[src/rtl/uart_regif_pkg.sv]
// Package: shared register word indices, field positions and widths for the
// serial port register front end. Assumes byte addressing with word registers.
package uart_regif_pkg;
    localparam int unsigned WORD_W   = 32;
    localparam int unsigned BYTE_W   = 8;
    localparam int unsigned LVL_W    = 6;
    localparam int unsigned NFLAG    = 5;

    // Byte offsets of the four registers
    localparam int unsigned OFS_CTRL = 'h000;
    localparam int unsigned OFS_RXD  = 'h004;
    localparam int unsigned OFS_TXD  = 'h008;
    localparam int unsigned OFS_STAT = 'h00C;

    // Control field positions
    localparam int unsigned C_FLOW   = 12;
    localparam int unsigned C_LVLTX  = 14;
    localparam int unsigned C_EN     = 15;
    localparam int unsigned C_RXDMA  = 16;
    localparam int unsigned C_TXDMA  = 17;
    localparam int unsigned C_RXIE   = 18;
    localparam int unsigned C_TXIE   = 19;
    localparam int unsigned C_LOOP   = 20;

    localparam logic [WORD_W-1:0] CTRL_KEEP =
        (32'd1 << C_FLOW) | (32'd1 << C_LVLTX) | (32'd1 << C_EN) |
        (32'd1 << C_RXDMA) | (32'd1 << C_TXDMA) | (32'd1 << C_RXIE) |
        (32'd1 << C_TXIE) | (32'd1 << C_LOOP);

    // Sticky flag slots; slot index equals the status bit position
    typedef enum logic [2:0] {
        FL_RXPEND = 3'd0,
        FL_TXPEND = 3'd1,
        FL_OVR    = 3'd2,
        FL_TXERR  = 3'd3,
        FL_LINE   = 3'd4
    } flag_e;

    // Live status field positions
    localparam int unsigned S_RXEMPTY = 5;
    localparam int unsigned S_TXFULL  = 6;
    localparam int unsigned S_CTS     = 7;
    localparam int unsigned S_RTS     = 8;
    localparam int unsigned S_TXIDLE  = 10;
    localparam int unsigned S_LVL_LO  = 11;
    localparam int unsigned S_BUSY    = 17;
endpackage

[src/rtl/uart_regif_fifo.sv]
// Module: synchronous byte FIFO with occupancy count.
// Assumes DEPTH >= 2. A push on a full FIFO is accepted only when a pop
// happens in the same cycle; otherwise it is rejected and flagged on drop.
// A pop on an empty FIFO is ignored.
module uart_regif_fifo #(
    parameter int unsigned DEPTH = 16,
    parameter int unsigned WIDTH = 8,
    localparam int unsigned PTR_W = $clog2(DEPTH),
    localparam int unsigned CNT_W = $clog2(DEPTH + 1)
) (
    input  logic             clk,
    input  logic             rst_n,
    input  logic             push,
    input  logic [WIDTH-1:0] din,
    input  logic             pop,
    output logic [WIDTH-1:0] head,
    output logic             empty,
    output logic             full,
    output logic [CNT_W-1:0] count,
    output logic             drop
);
    logic [WIDTH-1:0] mem [DEPTH];
    logic [PTR_W-1:0] wr_ptr, rd_ptr;
    logic             do_push, do_pop;

    localparam logic [PTR_W-1:0] LAST = PTR_W'(DEPTH - 1);

    // Accept rules for the two ports
    always_comb begin
        do_pop  = pop && !empty;
        do_push = push && (!full || do_pop);
        drop    = push && !do_push;
    end

    assign empty = (count == '0);
    assign full  = (count == CNT_W'(DEPTH));
    assign head  = mem[rd_ptr];

    // Storage write
    always_ff @(posedge clk) begin
        if (do_push) mem[wr_ptr] <= din;
    end

    // Pointer and occupancy update
    always_ff @(posedge clk) begin
        if (!rst_n) begin
            wr_ptr <= '0;
            rd_ptr <= '0;
            count  <= '0;
        end else begin
            if (do_push) wr_ptr <= (wr_ptr == LAST) ? '0 : wr_ptr + 1'b1;
            if (do_pop)  rd_ptr <= (rd_ptr == LAST) ? '0 : rd_ptr + 1'b1;
            case ({do_push, do_pop})
                2'b10:   count <= count + 1'b1;
                2'b01:   count <= count - 1'b1;
                default: count <= count;
            endcase
        end
    end

    AST_PUSHPOP_KEEPS: assert property (@(posedge clk) disable iff (!rst_n)
        (push && pop && !empty) |=> $stable(count));
    AST_DROP_KEEPS: assert property (@(posedge clk) disable iff (!rst_n)
        (drop && !pop) |=> (count == CNT_W'(DEPTH)));
    AST_NO_OVERFLOW: assert property (@(posedge clk) disable iff (!rst_n)
        count <= CNT_W'(DEPTH));
endmodule

[src/rtl/uart_regif_flags.sv]
// Module: pending and error flags with write-one-to-clear, plus the
// interrupt line. Assumes clear requests are already qualified by a status
// write. A flag whose source is active in a cycle stays set, so a clear
// takes effect only once its condition has gone.
module uart_regif_flags
    import uart_regif_pkg::*;
(
    input  logic             clk,
    input  logic             rst_n,
    input  logic             rx_cond,
    input  logic             tx_cond,
    input  logic             set_ovr,
    input  logic             set_txerr,
    input  logic             set_line,
    input  logic [NFLAG-1:0] clr,
    input  logic             rx_ie,
    input  logic             tx_ie,
    output logic [NFLAG-1:0] flags,
    output logic             irq
);
    logic [NFLAG-1:0] src;

    // Gather the set sources by slot
    always_comb begin
        src            = '0;
        src[FL_RXPEND] = rx_cond;
        src[FL_TXPEND] = tx_cond;
        src[FL_OVR]    = set_ovr;
        src[FL_TXERR]  = set_txerr;
        src[FL_LINE]   = set_line;
    end

    for (genvar i = 0; i < NFLAG; i++) begin : g_flag
        // One sticky flag: set beats clear
        always_ff @(posedge clk) begin
            if (!rst_n) flags[i] <= 1'b0;
            else        flags[i] <= src[i] | (flags[i] & ~clr[i]);
        end
    end

    // Level interrupt from enabled pending flags
    assign irq = (flags[FL_RXPEND] & rx_ie) | (flags[FL_TXPEND] & tx_ie);

    AST_RXPEND_FOLLOWS: assert property (@(posedge clk) disable iff (!rst_n)
        rx_cond |=> flags[FL_RXPEND]);
    AST_OVR_STICKY: assert property (@(posedge clk) disable iff (!rst_n)
        set_ovr |=> flags[FL_OVR]);
    AST_ZERO_KEEPS: assert property (@(posedge clk) disable iff (!rst_n)
        (clr == '0) |=> ((flags & $past(flags)) == $past(flags)));
endmodule

[src/rtl/uart_regif.sv]
// Module: register front end of a serial port. Decodes four word registers,
// owns both byte FIFOs, the sticky flags and the interrupt line, and drives
// the handshakes toward the frame engine. Assumes single-cycle bus strobes
// with combinational read data and an address that is a byte offset.
module uart_regif
    import uart_regif_pkg::*;
#(
    parameter int unsigned TX_DEPTH = 16,
    parameter int unsigned RX_DEPTH = 16,
    parameter int unsigned ADDR_W   = 12,
    localparam int unsigned TX_CW   = $clog2(TX_DEPTH + 1),
    localparam int unsigned RX_CW   = $clog2(RX_DEPTH + 1)
) (
    input  logic              clk,
    input  logic              rst_n,
    input  logic              bus_wr,
    input  logic              bus_rd,
    input  logic [ADDR_W-1:0] bus_addr,
    input  logic [31:0]       bus_wdata,
    output logic [31:0]       bus_rdata,
    output logic              irq,
    output logic [7:0]        tx_byte,
    output logic              tx_ready,
    input  logic              tx_pop,
    input  logic              tx_busy,
    input  logic [7:0]        rx_byte,
    input  logic              rx_push,
    input  logic              rx_line_err,
    input  logic              cts_in,
    output logic              rts_out,
    output logic              loopback_en,
    output logic              rx_dma_req,
    output logic              tx_dma_req
);
    logic [WORD_W-1:0] ctl_q;
    logic              sel_ctrl, sel_rxd, sel_txd, sel_stat;
    logic              port_on;
    logic [BYTE_W-1:0] rx_head;
    logic              tx_empty, tx_full, tx_drop;
    logic              rx_empty, rx_full, rx_drop;
    logic [TX_CW-1:0]  tx_cnt;
    logic [RX_CW-1:0]  rx_cnt;
    logic              rx_pop_bus, tx_push_bus, rx_push_eng, tx_pop_eng;
    logic [NFLAG-1:0]  flags, clr;
    logic              tx_low;
    logic [LVL_W-1:0]  lvl;
    logic [WORD_W-1:0] stat_word;

    // Address decode for the four registers
    always_comb begin
        sel_ctrl = (bus_addr == ADDR_W'(OFS_CTRL));
        sel_rxd  = (bus_addr == ADDR_W'(OFS_RXD));
        sel_txd  = (bus_addr == ADDR_W'(OFS_TXD));
        sel_stat = (bus_addr == ADDR_W'(OFS_STAT));
    end

    // Control register with only the defined bits kept
    always_ff @(posedge clk) begin
        if (!rst_n)                  ctl_q <= '0;
        else if (bus_wr && sel_ctrl) ctl_q <= bus_wdata & CTRL_KEEP;
    end

    assign port_on = ctl_q[C_EN];

    // Handshake qualification on both sides
    always_comb begin
        rx_pop_bus  = bus_rd && sel_rxd;
        tx_push_bus = bus_wr && sel_txd;
        rx_push_eng = rx_push && port_on;
        tx_pop_eng  = tx_pop && tx_ready;
    end

    uart_regif_fifo #(.DEPTH(TX_DEPTH), .WIDTH(BYTE_W)) u_txq (
        .clk   (clk),
        .rst_n (rst_n),
        .push  (tx_push_bus),
        .din   (bus_wdata[BYTE_W-1:0]),
        .pop   (tx_pop_eng),
        .head  (tx_byte),
        .empty (tx_empty),
        .full  (tx_full),
        .count (tx_cnt),
        .drop  (tx_drop)
    );

    uart_regif_fifo #(.DEPTH(RX_DEPTH), .WIDTH(BYTE_W)) u_rxq (
        .clk   (clk),
        .rst_n (rst_n),
        .push  (rx_push_eng),
        .din   (rx_byte),
        .pop   (rx_pop_bus),
        .head  (rx_head),
        .empty (rx_empty),
        .full  (rx_full),
        .count (rx_cnt),
        .drop  (rx_drop)
    );

    // Transmit refill condition and status clear mask
    always_comb begin
        tx_low = (int'(tx_cnt) <= int'(TX_DEPTH / 2));
        clr    = (bus_wr && sel_stat) ? bus_wdata[NFLAG-1:0] : '0;
    end

    uart_regif_flags u_flags (
        .clk       (clk),
        .rst_n     (rst_n),
        .rx_cond   (!rx_empty),
        .tx_cond   (tx_low),
        .set_ovr   (rx_drop),
        .set_txerr (tx_drop),
        .set_line  (rx_line_err && port_on),
        .clr       (clr),
        .rx_ie     (ctl_q[C_RXIE]),
        .tx_ie     (ctl_q[C_TXIE]),
        .flags     (flags),
        .irq       (irq)
    );

    // Engine and modem side outputs
    always_comb begin
        tx_ready    = port_on && !tx_empty && (!ctl_q[C_FLOW] || cts_in);
        rts_out     = port_on && (!ctl_q[C_FLOW] || !rx_full);
        loopback_en = ctl_q[C_LOOP];
        rx_dma_req  = ctl_q[C_RXDMA] && !rx_empty;
        tx_dma_req  = ctl_q[C_TXDMA] && !tx_full;
    end

    // Status word assembly with the selectable level field
    always_comb begin
        lvl = ctl_q[C_LVLTX] ? LVL_W'(tx_cnt) : LVL_W'(rx_cnt);
        stat_word                            = '0;
        stat_word[NFLAG-1:0]                 = flags;
        stat_word[S_RXEMPTY]                 = rx_empty;
        stat_word[S_TXFULL]                  = tx_full;
        stat_word[S_CTS]                     = cts_in;
        stat_word[S_RTS]                     = rts_out;
        stat_word[S_TXIDLE]                  = tx_empty && !tx_busy;
        stat_word[S_LVL_LO+LVL_W-1:S_LVL_LO] = lvl;
        stat_word[S_BUSY]                    = tx_busy;
    end

    // Read data mux
    always_comb begin
        bus_rdata = '0;
        if (bus_rd) begin
            if (sel_ctrl)                 bus_rdata = ctl_q;
            else if (sel_rxd && !rx_empty) bus_rdata = {24'd0, rx_head};
            else if (sel_stat)            bus_rdata = stat_word;
        end
    end

    AST_RXREAD_EMPTY_ZERO: assert property (@(posedge clk) disable iff (!rst_n)
        (rx_pop_bus && rx_empty) |-> (bus_rdata == '0));
    AST_CTS_HOLDS_TX: assert property (@(posedge clk) disable iff (!rst_n)
        (ctl_q[C_FLOW] && !cts_in) |-> !tx_ready);
    AST_DISABLED_NO_RX: assert property (@(posedge clk) disable iff (!rst_n)
        (!port_on && !rx_pop_bus) |=> $stable(rx_cnt));
    AST_TXPOP_ONLY_READY: assert property (@(posedge clk) disable iff (!rst_n)
        (!tx_ready && !tx_push_bus) |=> $stable(tx_cnt));
endmodule

[config.mk]
export PLATFORM = sky130hd
export DESIGN_NAME = uart_regif
export DESIGN_NICKNAME = d
export VERILOG_FILES = /design/src/rtl/uart_regif_pkg.sv /design/src/rtl/uart_regif_fifo.sv /design/src/rtl/uart_regif_flags.sv /design/src/rtl/uart_regif.sv
export SDC_FILE = /design/constraint.sdc
export NUM_CORES = 1
export LEC_CHECK = 0
export CAP_MARGIN = 40
export CORE_ASPECT_RATIO = 0.7
export CORE_MARGIN = 2
export CORE_UTILIZATION = 62
export DETAILED_ROUTE_END_ITERATION = 7
export PLACE_DENSITY = 0.82
export SYNTH_ARGS = -nofsm -noshare
export SYNTH_HDL_FRONTEND = slang
export SYNTH_SLANG_ARGS = --single-unit
[constraint.sdc]
create_clock -name clk -period 5.95 [get_ports clk]
set_input_delay 1.19 -clock clk [delete_from_list [all_inputs] [get_ports clk]]
set_output_delay 1.19 -clock clk [all_outputs]
set_load 0.005 [all_outputs]
# Word level (Yosys, flattened, before mapping)
# Memories as Yosys holds them, arrays and structs flattened. A register that Yosys moved wholly into a read port is not among the register bits.
# Index checks and enable logic that the tools add are counted.
dict set report classes {
  addsub 8
  order_cmp 1
  eq_ne 13
  mux 20
  bitwise 18
  n_reduce_logical 37
}
# op n
set op_table {}
lappend op_table {{$mux 18} 2}
lappend op_table {{$mux 32} 1}
lappend op_table {{$mux 4} 8}
lappend op_table {{$eq 12x4->1 const B} 2}
lappend op_table {{$mux 21} 1}
lappend op_table {{$logic_and 1x1->1} 20}
lappend op_table {{$pmux 5 s2} 2}
lappend op_table {{$add 4x1->4 const B} 4}
lappend op_table {{$eq 4x4->1 const B} 4}
lappend op_table {{$eq 12x3->1 const B} 1}
lappend op_table {{$logic_not 12->1} 1}
lappend op_table {{$add 5x1->5 const B} 2}
lappend op_table {{$eq 5x5->1 const B} 2}
lappend op_table {{$logic_not 5->1} 2}
lappend op_table {{$mux 5} 2}
lappend op_table {{$sub 5x1->5 const B} 2}
lappend op_table {{$logic_not 1->1} 8}
lappend op_table {{$and 1x1->1} 7}
lappend op_table {{$or 1x1->1} 6}
lappend op_table {{$le 5x4->1 const B} 1}
lappend op_table {{$not 1->1} 5}
lappend op_table {{$eq 2x1->1 const B} 2}
lappend op_table {{$eq 2x2->1 const B} 2}
lappend op_table {{$logic_or 1x1->1} 4}
lappend op_table {{other kinds (2)} 6}
dict set report totals {
  regBits 39
  ram_bits 256
  in_bits 61
  out_inout_bits 46
  word_cells 111
  memories 2
}
# memory depth word_bits rd rd_clocked_by_memory_dff wr line_no
set memory_table {}
lappend memory_table {u_rxq.mem 16 8 1 1 1 uart_regif_fifo.sv:22} ;# logic [WIDTH-1:0] mem [DEPTH];
lappend memory_table {u_txq.mem 16 8 1 1 1 uart_regif_fifo.sv:22}

# Logic depth before layout (Yosys ltp)
dict set report depth {
  ltp_word 11
  ltp_mapped 14
  mapped_depth_nobuf 12
}

# Hierarchy
# Synthesis repeated with hierarchy kept, for this count alone.
dict set report hier_totals {
  hier_cells 796
  area_unflattened_um2 12858.6
}
# mod n_inst cells_each area_each_um2 seq_area_each_um2
set modules_own_cells {}
lappend modules_own_cells {{uart_regif_fifo at u_txq} 1 335 5901.9 4184.0}
lappend modules_own_cells {{uart_regif_fifo at u_rxq} 1 332 5888.1 4184.0}
lappend modules_own_cells {uart_regif 1 113 889.6 160.2}
lappend modules_own_cells {uart_regif_flags 1 16 178.9 100.1}

# Worst setup path after synthesis
# No wires, ideal clock.
dict set report synth_path {
  kind {input port to flip-flop}
  startpoint {input bus_addr[1]}
  endpoint {register u_txq.count[4]}
  setup_time_ps 87
  arrival_ps 4109
  t_required_ps 5863
  slack_ps 1754
  stages 13
  path_buffers 2
  path_cell_list {or4_4 or2_1 or3_4 buf_6 buf_2 ha_1 xor2_1 ha_1 a21oi_1 o22ai_1 a222oi_1 o211ai_1 o31ai_1}
}
dict set report synth_via {
  elab_chain_len 5
  elab_cells_between_ends 7
  classes_between {eq/ne: 3; mux: 1; reduce/logical: 3}
}
# element line_no
set synth_rtl {}
lappend synth_rtl {{from (decl)} uart_regif.sv:18} ;# input logic [ADDR_W-1:0] bus_addr,
lappend synth_rtl {{$eq 12x4->1 (*)} uart_regif.sv:53} ;# sel_txd = (bus_addr == ADDR_W'(OFS_TXD));
lappend synth_rtl {{$logic_and 1x1->1 (*)} uart_regif.sv:68} ;# tx_push_bus = bus_wr && sel_txd;
lappend synth_rtl {{$logic_and 1x1->1 (*)} uart_regif_fifo.sv:31} ;# do_push = push && (!full || do_pop);
lappend synth_rtl {{$eq 2x1->1 or $eq 2x2->1 (tied branches)} uart_regif_fifo.sv:53} ;# case ({do_push, do_pop})
lappend synth_rtl {{$pmux 5 s2 or $reduce_bool 2->1 (tied branches)} -}
lappend synth_rtl {{to (signal assigned)} uart_regif_fifo.sv:54} ;# 2'b10: count <= count + 1'b1;
lappend synth_rtl {{to (signal assigned)} uart_regif_fifo.sv:55} ;# 2'b01: count <= count - 1'b1;
lappend synth_rtl {{to (signal assigned)} uart_regif_fifo.sv:56} ;# default: count <= count;
lappend synth_rtl {{to (decl)} uart_regif_fifo.sv:19} ;# output logic [CNT_W-1:0] count,
# Mark *: on every way between the ends. The rest lies on a longest branch, timed or not.
# A chain may end at the register's enable or synchronous reset.

# Worst setup path after layout
dict set report layout_path {
  startpoint {input bus_addr[1]}
  endpoint {output bus_rdata[2]}
}
dict set report layout_via {
  elab_chain_len 5
  elab_cells_between_ends 8
  classes_between {eq/ne: 2; mux: 4; reduce/logical: 2}
}
# element line_no
set layout_rtl {}
lappend layout_rtl {{$eq 12x4->1 or $eq 12x3->1 (tied branches)} {uart_regif.sv:54, uart_regif.sv:52}}
lappend layout_rtl {{$mux 18 or $logic_and 1x1->1 (tied branches)} {uart_regif.sv:149, uart_regif.sv:148}}
lappend layout_rtl {{$mux 18} uart_regif.sv:148} ;# else if (sel_rxd && !rx_empty) bus_rdata = {24'd0, rx_head};
lappend layout_rtl {{$mux 21 (*)} uart_regif.sv:147} ;# if (sel_ctrl) bus_rdata = ctl_q;
lappend layout_rtl {{$mux 32 (*)} uart_regif.sv:146} ;# if (bus_rd) begin
lappend layout_rtl {{to (decl)} uart_regif.sv:20} ;# output logic [31:0] bus_rdata,
# Marks and branches as above.

==> impl_summary.txt <==
----------------------------------------------------
[Global routing]
  GR Overflow Total ... 0
  Antenna violations before repair ... 1
  Global-route wire length before repair ... 43700 um
  Overall Global Routing Usage ... 0.279
  Via count of the first global-routing pass ... 7251
  Maximum number of pins on one net before global-route repair ... 33

[Logic synthesis]
  Fraction of the mapped netlist area in adder cells ... 0.0185
  Biggest area contributors in the synthesized netlist ... edfxtp_1, mux4_2, dfxtp_1
  Share of cell area taken by muxes after synthesis ... 0.146
  XOR/XNOR share of the synthesized area ... 0.00697
  FFs w/ async S/R, synth ... 0
  Commonest cells in the synthesized netlist ... edfxtp_1, mux4_2, dfxtp_1
  Main synth FF type ... edfxtp_1
  Most repeated cell in the gate-level netlist after synthesis ... edfxtp_1
  Number of instances in the synthesized netlist ... roughly 740
  Post-synth top area share ... 0.612
  Main combinational cell family by area after synthesis ... multiplexers
  Largest area contributor in the netlist ... edfxtp_1
  Share of the synthesized area in compound gates (AO/OA/AOI/OAI) ... 0.0460
  Average size of a mapped cell ... 16.9 um^2
  Fraction of the yosys area taken by sequential cells ... 0.686
  Area fraction in and, or, nand and nor cells after synthesis ... 0.0689
  Synth unique cells ... 55
  Synthesized area ... 0.0126 mm^2
  Syn. warnings ... 0
  Post-synth EDFFs ... 256
  FF+latch count, synth ... 303

[Power and ir drop]
  Power density relative to cell area ... 286 mW/mm^2
  Leakage Power ... about 4.7 nW
  VDD IR max ... 0.207 mV

[Timing]
  Largest clock skew in the final design ... around 20 ps
  Fin crit share ... 0.865
  Endpoints failing setup ... 0
  Transition time of the tightest slew-check pin ... between 800 and 900 ps
  Unrepaired setup endpoints after global routing ... false
  Final critical path time including I/O delays and setup ... 5150 ps
  Max frequency ... about 190 MHz
  Final total negative setup slack ... 0 ps
  Worst relative slew slack ... 0.416
  Number of pins exceeding their max-slew limit in the final report ... 0
  Number of hold violations in the final report ... 0

[Clock tree]
  Depth of the CTS H-tree ... 1
  Clock tree from TritonCTS ... built
  Setup Fix Bufs, Post-CTS ... 0
  Clock Tree Root ... clkbuf_16
  CTS-repair resized insts ... 0
  Total of hold buffers inserted after clock tree synthesis ... 0
  Clock-pin slew on the worst setup and hold paths ... 70 ps
  Sink Count ... approximately 300
  Clock tree buffer depth ... 3
  Total CTS buffers ... 28
  Worst-Skew Late Latency ... 550 ps

[Routing]
  Wire length reported by the detailed router ... 29200 um
  Post-route ant nets ... 0
  First-iteration detailed-routing DRC count ... 816
  Number of search-and-repair iterations in the first detailed-routing pass ... 5
  DRC viols ... 0
  Via-to-Cell Ratio ... 6.43
  Routed WL per cell ... between 20 and 30 um
  Via count ... 7215

[Worst hold path]
  Count of cells along the worst hold path ... 2
  Worst hold-check path type ... reg -> reg
  Worst min-delay path startpoint ... ctl_q[16]$_SDFFE_PN0P_
  Sink of the worst hold path ... ctl_q[16]$_SDFFE_PN0P_

[Worst setup path]
  Worst reg2reg path depth ... 11
  Worst flop-to-flop path startpoint ... ctl_q[15]$_SDFFE_PN0P_
  Required time reported for the critical path endpoint ... about 4800 ps
  Data arrival time of the critical path ... between 3000 and 4000 ps
  Type of element capturing the critical path ... primary output
  Register-to-register setup slack ... 2310 ps
  Kind of start point of the critical path ... input port
  Largest fanout on the critical path ... 13
  Startpoint-to-endpoint class of the critical path ... in -> out
  Worst r2r dst ... u_rxq.count[4]$_SDFFE_PN0P_

[Die]
  Site Rows ... 43
  Die Footprint ... 0.0214 mm^2
  Placeable core region ... 0.0199 mm^2
  Die Width ... 174 um
  Starting density of the core ... 0.633
  Die height ... about 120 um
  I/O Pins ... 107

[Placed design]
  HPWL after detailed placement ... ~18000 um
  Number of input and output port buffers inserted ... 78
  Placed cells ... approximately 1.1k
  Placer Congestion ... 0.883

[Finish]
  Area of all sequential standard cells ... 0.00863 mm^2
  Finished Layout Cells ... 1122
  Number of nets in the layout ... 909
  Core Util, Final ... 0.734
  Area added between synthesis and finish ... 16.0%
  Layout cells sized above 1 ... 0.176
  Area occupied by multi-input gates ... around 0.0037 mm^2
  Number of filler instances in the final layout ... between 1k and 1.5k
  Antenna Cells ... 0

[Job]
  Max-capacitance violation count ... 0

[Run status]
  Result of the run ... completed

----------------------------------------------------
-- how the worst max path moves through the flow --
stage                      startpoint                           to  cells after the start
after global placement    bus_addr[1]                 bus_rdata[2]                      6
after detailed placement  bus_addr[9]  u_rxq.count[4]$_SDFFE_PN0P_                     12
after CTS                 bus_addr[1]                 bus_rdata[4]                      6
after global routing      bus_addr[1]                 bus_rdata[2]                      6
final                     bus_addr[1]                 bus_rdata[2]                      6
after floorplan           bus_addr[1]  u_txq.count[4]$_SDFFE_PN0P_                     13
-- routing by layer --
layer | up-vias | part of all wire | GRT usage
met5 | - | 0.00044 | 0
met4 | 2 | 0.020 | 0.0667
met3 | 58 | 0.11 | 0.0738
met2 | 461 | 0.48 | 0.451
met1 | 3591 | 0.39 | 0.388
li1 | 3103 | - | -
-- per-stage QoR --
step / worst slack, ps / area [um^2] / power [mW] / hold WS (ps)
global placement: 896 / 13600 / 2.41 / 455
floorplan: 1750 / 12600 / 2.36 / 440
finish: 801 / 14600 / 4.17 / 487
CTS: 818 / 14600 / 4.18 / 479
detailed placement: 748 / 13600 / 2.42 / 470
global route: 687 / 14600 / 4.26 / 499
-- report_power, final --
group,internal (mW),leakage (nW),switching [mW]
Clock,1.03,0.441,0.767
Sequential,2.30,2.68,0.000546
Combinational,0.0294,1.59,0.0435
Total,3.36,4.71,0.811
-- critical path: stages --
cell and delay (ps):
clkdlybuf4s50_1 400, or4_4 580, nor2_1 450, and4_1 600, a22o_1 220, clkdlybuf4s50_1 510
-- logic make-up after synthesis --
group	Yosys count
simple gates	160
fa+ha+maj	18
buf+inv	71
mux	91
compound gates	90
flops	303
other cells	1
xor+xnor	10
-- cell usage in the layout (no fill, tap or decap), drive strengths merged, types with 10 or more instances in the layout --
cell,synthesis,final
nand2,26,26
mux4,74,74
nor2b,10,10
o21ai,11,11
edfxtp,256,256
buf,33,23
ha,17,17
a21oi,36,36
mux2i,17,17
nor2,28,28
clkdlybuf4s50,0,78
dfxtp,47,47
conb,1,12
and3,23,23
nor3,14,14
nand3,13,13
inv,14,14
clkbuf,23,36
clkinv,1,11
-- registers in the layout, indices dropped and copies added, names as in the netlist, named ones only --
signal / flops
u_rxq.mem: 128
u_txq.mem: 128
ctl_q: 8
u_flags.flags: 5
u_rxq.count: 5
u_txq.count: 5
u_rxq.rd_ptr: 4
u_rxq.wr_ptr: 4
u_txq.rd_ptr: 4
u_txq.wr_ptr: 4
-- area by class of cell --
class                           count  area share
Sequential cell                   303       0.592
Multi-Input combinational cell    381       0.251
Timing Repair Buffer              101      0.0668
Clock buffer                       36      0.0516
Tap cell                          270      0.0232
Clock inverter                     16      0.0118
Inverter                           15     0.00386
Note: power is estimated with default switching activity, not from simulation.
